File: src/rtl/nmi_irq_pkg.sv
package nmi_irq_pkg;

  typedef enum logic [1:0] {
    TRIG_LOW_LVL  = 2'd0,
    TRIG_FALL     = 2'd1,
    TRIG_HIGH_LVL = 2'd2,
    TRIG_RISE     = 2'd3
  } trigMode_t;

  typedef enum logic [1:0] {
    RSEL_NONE,
    RSEL_MODE,
    RSEL_PEND,
    RSEL_EN
  } rdSel_t;

  typedef struct packed {
    logic   wrMode;
    logic   wrEnable;
    logic   ackPend;
    rdSel_t rdSel;
  } ctrlStrobe_t;

  localparam int unsigned MODE_OFS  = 'h0;
  localparam int unsigned PEND_OFS  = 'h4;
  localparam int unsigned EN_OFS_A  = 'h8;
  localparam int unsigned EN_OFS_B  = 'h34;

endpackage

File: src/rtl/nmi_irq_decode.sv
module nmi_irq_decode
  import nmi_irq_pkg::*;
#(
  parameter int ADDR_W         = 8,
  parameter bit ALT_ENABLE_OFS = 1'b0
) (
  input  logic [ADDR_W-1:0] regAddr,
  input  logic              regWe,
  input  logic              wrBit0,
  output ctrlStrobe_t       strobe
);

  localparam int unsigned EN_OFS = ALT_ENABLE_OFS ? EN_OFS_B : EN_OFS_A;

  logic hitMode;
  logic hitPend;
  logic hitEn;

  assign hitMode = (regAddr == ADDR_W'(MODE_OFS));
  assign hitPend = (regAddr == ADDR_W'(PEND_OFS));
  assign hitEn   = (regAddr == ADDR_W'(EN_OFS));

  always_comb begin
    strobe          = '0;
    strobe.wrMode   = regWe && hitMode;
    strobe.wrEnable = regWe && hitEn;
    strobe.ackPend  = regWe && hitPend && wrBit0;
    if (hitMode)      strobe.rdSel = RSEL_MODE;
    else if (hitPend) strobe.rdSel = RSEL_PEND;
    else if (hitEn)   strobe.rdSel = RSEL_EN;
    else              strobe.rdSel = RSEL_NONE;
  end

endmodule

File: src/rtl/nmi_irq_core.sv
module nmi_irq_core
  import nmi_irq_pkg::*;
#(
  parameter int DATA_W      = 32,
  parameter int SYNC_STAGES = 2
) (
  input  logic              clk,
  input  logic              rstN,
  input  logic              nmiIn,
  input  ctrlStrobe_t       strobe,
  input  logic [1:0]        wrLow,
  output logic [DATA_W-1:0] rdData,
  output logic              irqOut,
  output trigMode_t         modeQ,
  output logic              pendQ,
  output logic              enQ,
  output logic              evtHit
);

  localparam int PRIME_MAX = SYNC_STAGES + 1;
  localparam int PRIME_W   = $clog2(PRIME_MAX + 1);

  logic [SYNC_STAGES-1:0] syncChain;
  logic                   syncNow;
  logic                   syncPrev;
  logic [PRIME_W-1:0]     primeCnt;
  logic                   primed;
  logic                   rawHit;

  // synchronizer stages
  genvar gi;
  generate
    for (gi = 0; gi < SYNC_STAGES; gi++) begin : g_sync
      if (gi == 0) begin : g_first
        always_ff @(posedge clk or negedge rstN) begin
          if (!rstN) syncChain[0] <= 1'b0;
          else       syncChain[0] <= nmiIn;
        end
      end else begin : g_next
        always_ff @(posedge clk or negedge rstN) begin
          if (!rstN) syncChain[gi] <= 1'b0;
          else       syncChain[gi] <= syncChain[gi-1];
        end
      end
    end
  endgenerate

  assign syncNow = syncChain[SYNC_STAGES-1];

  always_ff @(posedge clk or negedge rstN) begin
    if (!rstN) syncPrev <= 1'b0;
    else       syncPrev <= syncNow;
  end

  // detection stays off until every stage holds a real sample
  always_ff @(posedge clk or negedge rstN) begin
    if (!rstN)                          primeCnt <= '0;
    else if (primeCnt != PRIME_W'(PRIME_MAX)) primeCnt <= primeCnt + 1'b1;
  end

  assign primed = (primeCnt == PRIME_W'(PRIME_MAX));

  always_comb begin
    unique case (modeQ)
      TRIG_LOW_LVL:  rawHit = !syncNow;
      TRIG_FALL:     rawHit = syncPrev && !syncNow;
      TRIG_HIGH_LVL: rawHit = syncNow;
      TRIG_RISE:     rawHit = !syncPrev && syncNow;
      default:       rawHit = 1'b0;
    endcase
  end

  assign evtHit = primed && rawHit;

  always_ff @(posedge clk or negedge rstN) begin
    if (!rstN) begin
      modeQ <= TRIG_LOW_LVL;
      enQ   <= 1'b0;
      pendQ <= 1'b0;
    end else begin
      if (strobe.wrMode)   modeQ <= trigMode_t'(wrLow);
      if (strobe.wrEnable) enQ   <= wrLow[0];
      if (evtHit)              pendQ <= 1'b1;
      else if (strobe.ackPend) pendQ <= 1'b0;
    end
  end

  always_comb begin
    rdData = '0;
    unique case (strobe.rdSel)
      RSEL_MODE: rdData[1:0] = modeQ;
      RSEL_PEND: rdData[0]   = pendQ;
      RSEL_EN:   rdData[0]   = enQ;
      default:   rdData      = '0;
    endcase
  end

  assign irqOut = pendQ && enQ;

endmodule

File: src/rtl/nmi_irq_ctrl.sv
module nmi_irq_ctrl
  import nmi_irq_pkg::*;
#(
  parameter int ADDR_W         = 8,
  parameter int DATA_W         = 32,
  parameter int SYNC_STAGES    = 2,
  parameter bit ALT_ENABLE_OFS = 1'b0
) (
  input  logic              clk,
  input  logic              rstN,
  input  logic [ADDR_W-1:0] regAddr,
  input  logic              regWe,
  input  logic [DATA_W-1:0] regWdata,
  output logic [DATA_W-1:0] regRdata,
  input  logic              nmiIn,
  output logic              irqOut
);

  ctrlStrobe_t strobe;
  trigMode_t   modeQ;
  logic        pendQ;
  logic        enQ;
  logic        evtHit;

  nmi_irq_decode #(
    .ADDR_W        (ADDR_W),
    .ALT_ENABLE_OFS(ALT_ENABLE_OFS)
  ) decode_i (
    .regAddr(regAddr),
    .regWe  (regWe),
    .wrBit0 (regWdata[0]),
    .strobe (strobe)
  );

  nmi_irq_core #(
    .DATA_W     (DATA_W),
    .SYNC_STAGES(SYNC_STAGES)
  ) core_i (
    .clk   (clk),
    .rstN  (rstN),
    .nmiIn (nmiIn),
    .strobe(strobe),
    .wrLow (regWdata[1:0]),
    .rdData(regRdata),
    .irqOut(irqOut),
    .modeQ (modeQ),
    .pendQ (pendQ),
    .enQ   (enQ),
    .evtHit(evtHit)
  );

endmodule

File: config.mk
export PLATFORM = sky130hd
export DESIGN_NAME = nmi_irq_ctrl
export DESIGN_NICKNAME = d
export VERILOG_FILES = /design/src/rtl/nmi_irq_pkg.sv /design/src/rtl/nmi_irq_decode.sv /design/src/rtl/nmi_irq_core.sv /design/src/rtl/nmi_irq_ctrl.sv
export SDC_FILE = /design/constraint.sdc
export NUM_CORES = 1
export LEC_CHECK = 0
export BUFFER_PORTS_ARGS = -buffer_cell sky130_fd_sc_hd__buf_2
export CORE_ASPECT_RATIO = 1.2
export CORE_MARGIN = 4
export CORE_UTILIZATION = 34
export CTS_BUF_LIST = sky130_fd_sc_hd__clkbuf_8
export CTS_CLUSTER_SIZE = 10
export DETAILED_ROUTE_END_ITERATION = 8
export GPL_TIMING_DRIVEN = 0
export HOLD_SLACK_MARGIN = 0.06
export PLACE_DENSITY = 0.82
export SLEW_MARGIN = 20
export SYNTH_ARGS = -nofsm -noshare
export SYNTH_HDL_FRONTEND = slang
export SYNTH_SLANG_ARGS = --single-unit
File: constraint.sdc
create_clock -name clk -period 1.4 [get_ports clk]
set_input_delay 0.07 -clock clk [delete_from_list [all_inputs] [get_ports clk]]
set_output_delay 0.07 -clock clk [all_outputs]
set_load 0.05 [all_outputs]
==> impl_summary.txt <==
----------------------------------------------------
[Outcome]
  Status ... completed

[Cells and area]
  Utilization after layout ... 0.509
  Fraction of layout instances using a drive strength above 1 ... 0.474
  Area growth from synthesis to layout ... 41.8%
  Number of nets in the finished design ... 160
  Most frequent cells in the layout ... sky130_fd_sc_hd__buf_4 (30), sky130_fd_sc_hd__conb_1 (30), sky130_fd_sc_hd__buf_2 (16)
  Antenna Cells ... 0

[Setup path]
  Largest stage delay on the critical path ... 350 ps
  Required time worst endpoint ... 1330 ps
  Critical-path cell list ... mux2i_1 -> o21ai_0 -> and3_2 -> buf_2
  Setup slack on the worst flop-to-flop path ... 360 ps
  Crit end category ... output port
  Startpoint kind of the worst setup timing path ... flop
  Max Fanout on Critical Path ... 3
  Class of the most critical setup path ... reg -> out
  Highest-delay cell along the critical path ... sky130_fd_sc_hd__dfrtp_1
  Arrival time of data at the critical path endpoint ... 1220 ps

[Worst hold path]
  Hold Path Class ... in -> reg

[Power]
  Peak supply drop ... 0.531 mV
  Power Density ... 916 nW/um2
  Pleak ... 0.558 nW

[CTS]
  Largest buffer count on any clock path ... 2
  Clock buffers created by TritonCTS ... 3
  Clock Tree Root ... sky130_fd_sc_hd__clkbuf_8
  H-tree depth ... 1
  TritonCTS clock tree ... yes
  Clock transition at the registers of the reported paths ... 40 ps
  Number of sinks on the clock net ... 9
  Clock network latency to the later pin of the worst-skew pair ... 230 ps

[Global routing]
  Via count of the first global-routing pass ... 461
  Maximum number of pins on one net before global-route repair ... 10
  Aggregate global-route resource usage ... 0.0893
  Wire length of the first global-routing pass ... 1.97 mm
  Antenna violations before repair ... 0
  Overflow left after global routing ... 0

[Synthesis]
  Share of the yosys chip area belonging to registers ... 0.339
  Cell area after synthesis ... 664 um2
  Yosys warning count ... 0
  Average cell area after synthesis ... 10.5 um2
  Post-synthesis sequential element count ... 9
  Unique masters post-synth ... 21
  Synth Instances ... 63

[Placed design]
  Setup slack at placement ... 178 ps
  Number of buffer cells added on primary ports ... 16
  Half-perimeter wire length after placement ... 1.05 mm
  GP Congestion ... 0.790

[Die]
  Number of cell rows ... 17
  Vertical extent of the die ... 56.4 um
  DIE AREA ... 2730 um2
  Horizontal die dimension ... 48.4 um
  Top-Level Pins ... 77
  Floorplan core area ... 1850 um2
  Effective utilization at floorplan ... 0.359

[Detailed routing]
  Number of routed nets with antenna violations ... 0
  Vias per std cell ... 3.67
  Drc violations ... 0
  DRT iter0 DRCs ... 5
  Pre-Repair DR Iteration Count ... 3
  Detailed-route wire length per cell ... 8.55 um
  Total wire length after detailed routing ... 1.14 mm
  Overall via count from detail_route ... 488

[STA]
  Minimum period implied by the final worst setup slack ... 1290 ps
  Setup slack after layout ... 112 ps
  Unrepaired setup endpoints after global routing ... no
  Crit share post-route ... 0.920
  Pins Over Slew Limit ... 0
  Fmax ... 776 MHz
  Final hold violations ... 0
  Worst clock skew ... 0.290 ps
  Setup-violating endpoint count in the final report ... 0
  Setup total negative slack ... 0 ps

[Flow run]
  Total of max-cap violations ... 0

----------------------------------------------------
[synth_stat cells, drive strengths merged]
cell type | number | area [um2]
nand4b | 1 | 15.0
dfrtp | 9 | 225
nand2 | 1 | 3.75
nor2 | 1 | 3.75
mux2 | 4 | 45.0
nand3 | 1 | 5.00
and2 | 1 | 6.26
nand4 | 1 | 6.26
buf | 30 | 225
xnor2 | 3 | 26.3
mux2i | 1 | 10.0
and4b | 2 | 20.0
nor3 | 1 | 5.00
and3 | 1 | 7.51
ha | 1 | 12.5
nand3b | 1 | 7.51
conb | 1 | 3.75
nor4 | 1 | 21.3
a32o | 1 | 10.0
o21ai | 1 | 5.00
[timing repair]
| action | 4_1_cts | 5_1_grt |
|---|---|---|
| hold buffers | 2 | 0 |
| resized for setup | 0 | 0 |
| hold endpoints to repair | 10 | 0 |
| buffers inserted | 0 | 0 |
[final timing paths]
| path | start | end | depth (start not counted) |
|---|---|---|---|
| hold / removal | regWdata[1] | core_i.modeQ[1] | 2 |
| setup / recovery | core_i.modeQ[0] | regRdata[0] | 4 |
| max in group asynchronous | rstN | core_i.pendQ | 2 |
| setup reg to reg | core_i.primeCnt[0] | core_i.primeCnt[1] | 2 |
| min in group asynchronous | rstN | core_i.primeCnt[0] | 2 |
| hold reg to reg | core_i.syncChain[0] | core_i.syncNow | 0 |
[cell families after synthesis]
group                      Yosys count  synth area share
adders and majority gates            1            0.0188
other                                1           0.00564
DFF                                  9             0.339
muxes                                5            0.0829
xor gates and xnor gates             3            0.0396
AOI/OAI and AO/OA                    2            0.0226
and+or+nand+nor                     12             0.153
buffers and inverters               30             0.339
[critical path, delay by kind of cell (launching register included)]
kind,cells,cell delay [ps]
compound gates,1,130
mux,1,70
flops,1,350
simple gates,1,180
buf+inv,1,250
[layout make-up]
type / instances / area [um2]
Timing Repair Buffer: 18 / 100
Clock buffer: 3 / 41.3
Multi-Input combinational cell: 53 / 323
Sequential cell: 9 / 225
Buffer: 30 / 225
Tap cell: 19 / 23.8
Fill cell: 173 / 908
Clock inverter: 1 / 3.75
[state kept, by name (all words and copies together) (netlist names)]
| register | flops |
|---|---|
| core_i.modeQ | 2 |
| core_i.primeCnt | 2 |
| core_i.enQ | 1 |
| core_i.pendQ | 1 |
| core_i.syncChain | 1 |
| core_i.syncNow | 1 |
| core_i.syncPrev | 1 |
[per-stage QoR]
stage / cell area (um2) / hold slack [ps] / power, W / std cells
6_report: 942 / 63.8 / 0.000863 / 133
4_1_cts: 942 / 65.2 / 0.000874 / 133
5_1_grt: 942 / 81.9 / 0.000911 / 133
3_5_place_dp: 877 / -71.3 / 0.000578 / 127
2_1_floorplan: 773 / -226 / 0.000542 / 92
3_3_place_gp: 877 / -78.8 / 0.000575 / 127
[routing by layer]
metal,up-vias,share of wire,track usage
met4,0,0.017,0.0593
met1,201,0.32,0.0835
li1,255,-,-
met5,-,0,0
met2,30,0.52,0.157
met3,2,0.14,0.0345
[report_power, final]
group          leakage, nW  switching [W]  internal, W  total [W]
sequential           0.103     0.00000541     0.000270   0.000275
clock               0.0269      0.0000917     0.000190   0.000282
combinational        0.428       0.000218    0.0000882   0.000306
Note: power is estimated with default switching activity, not from simulation.
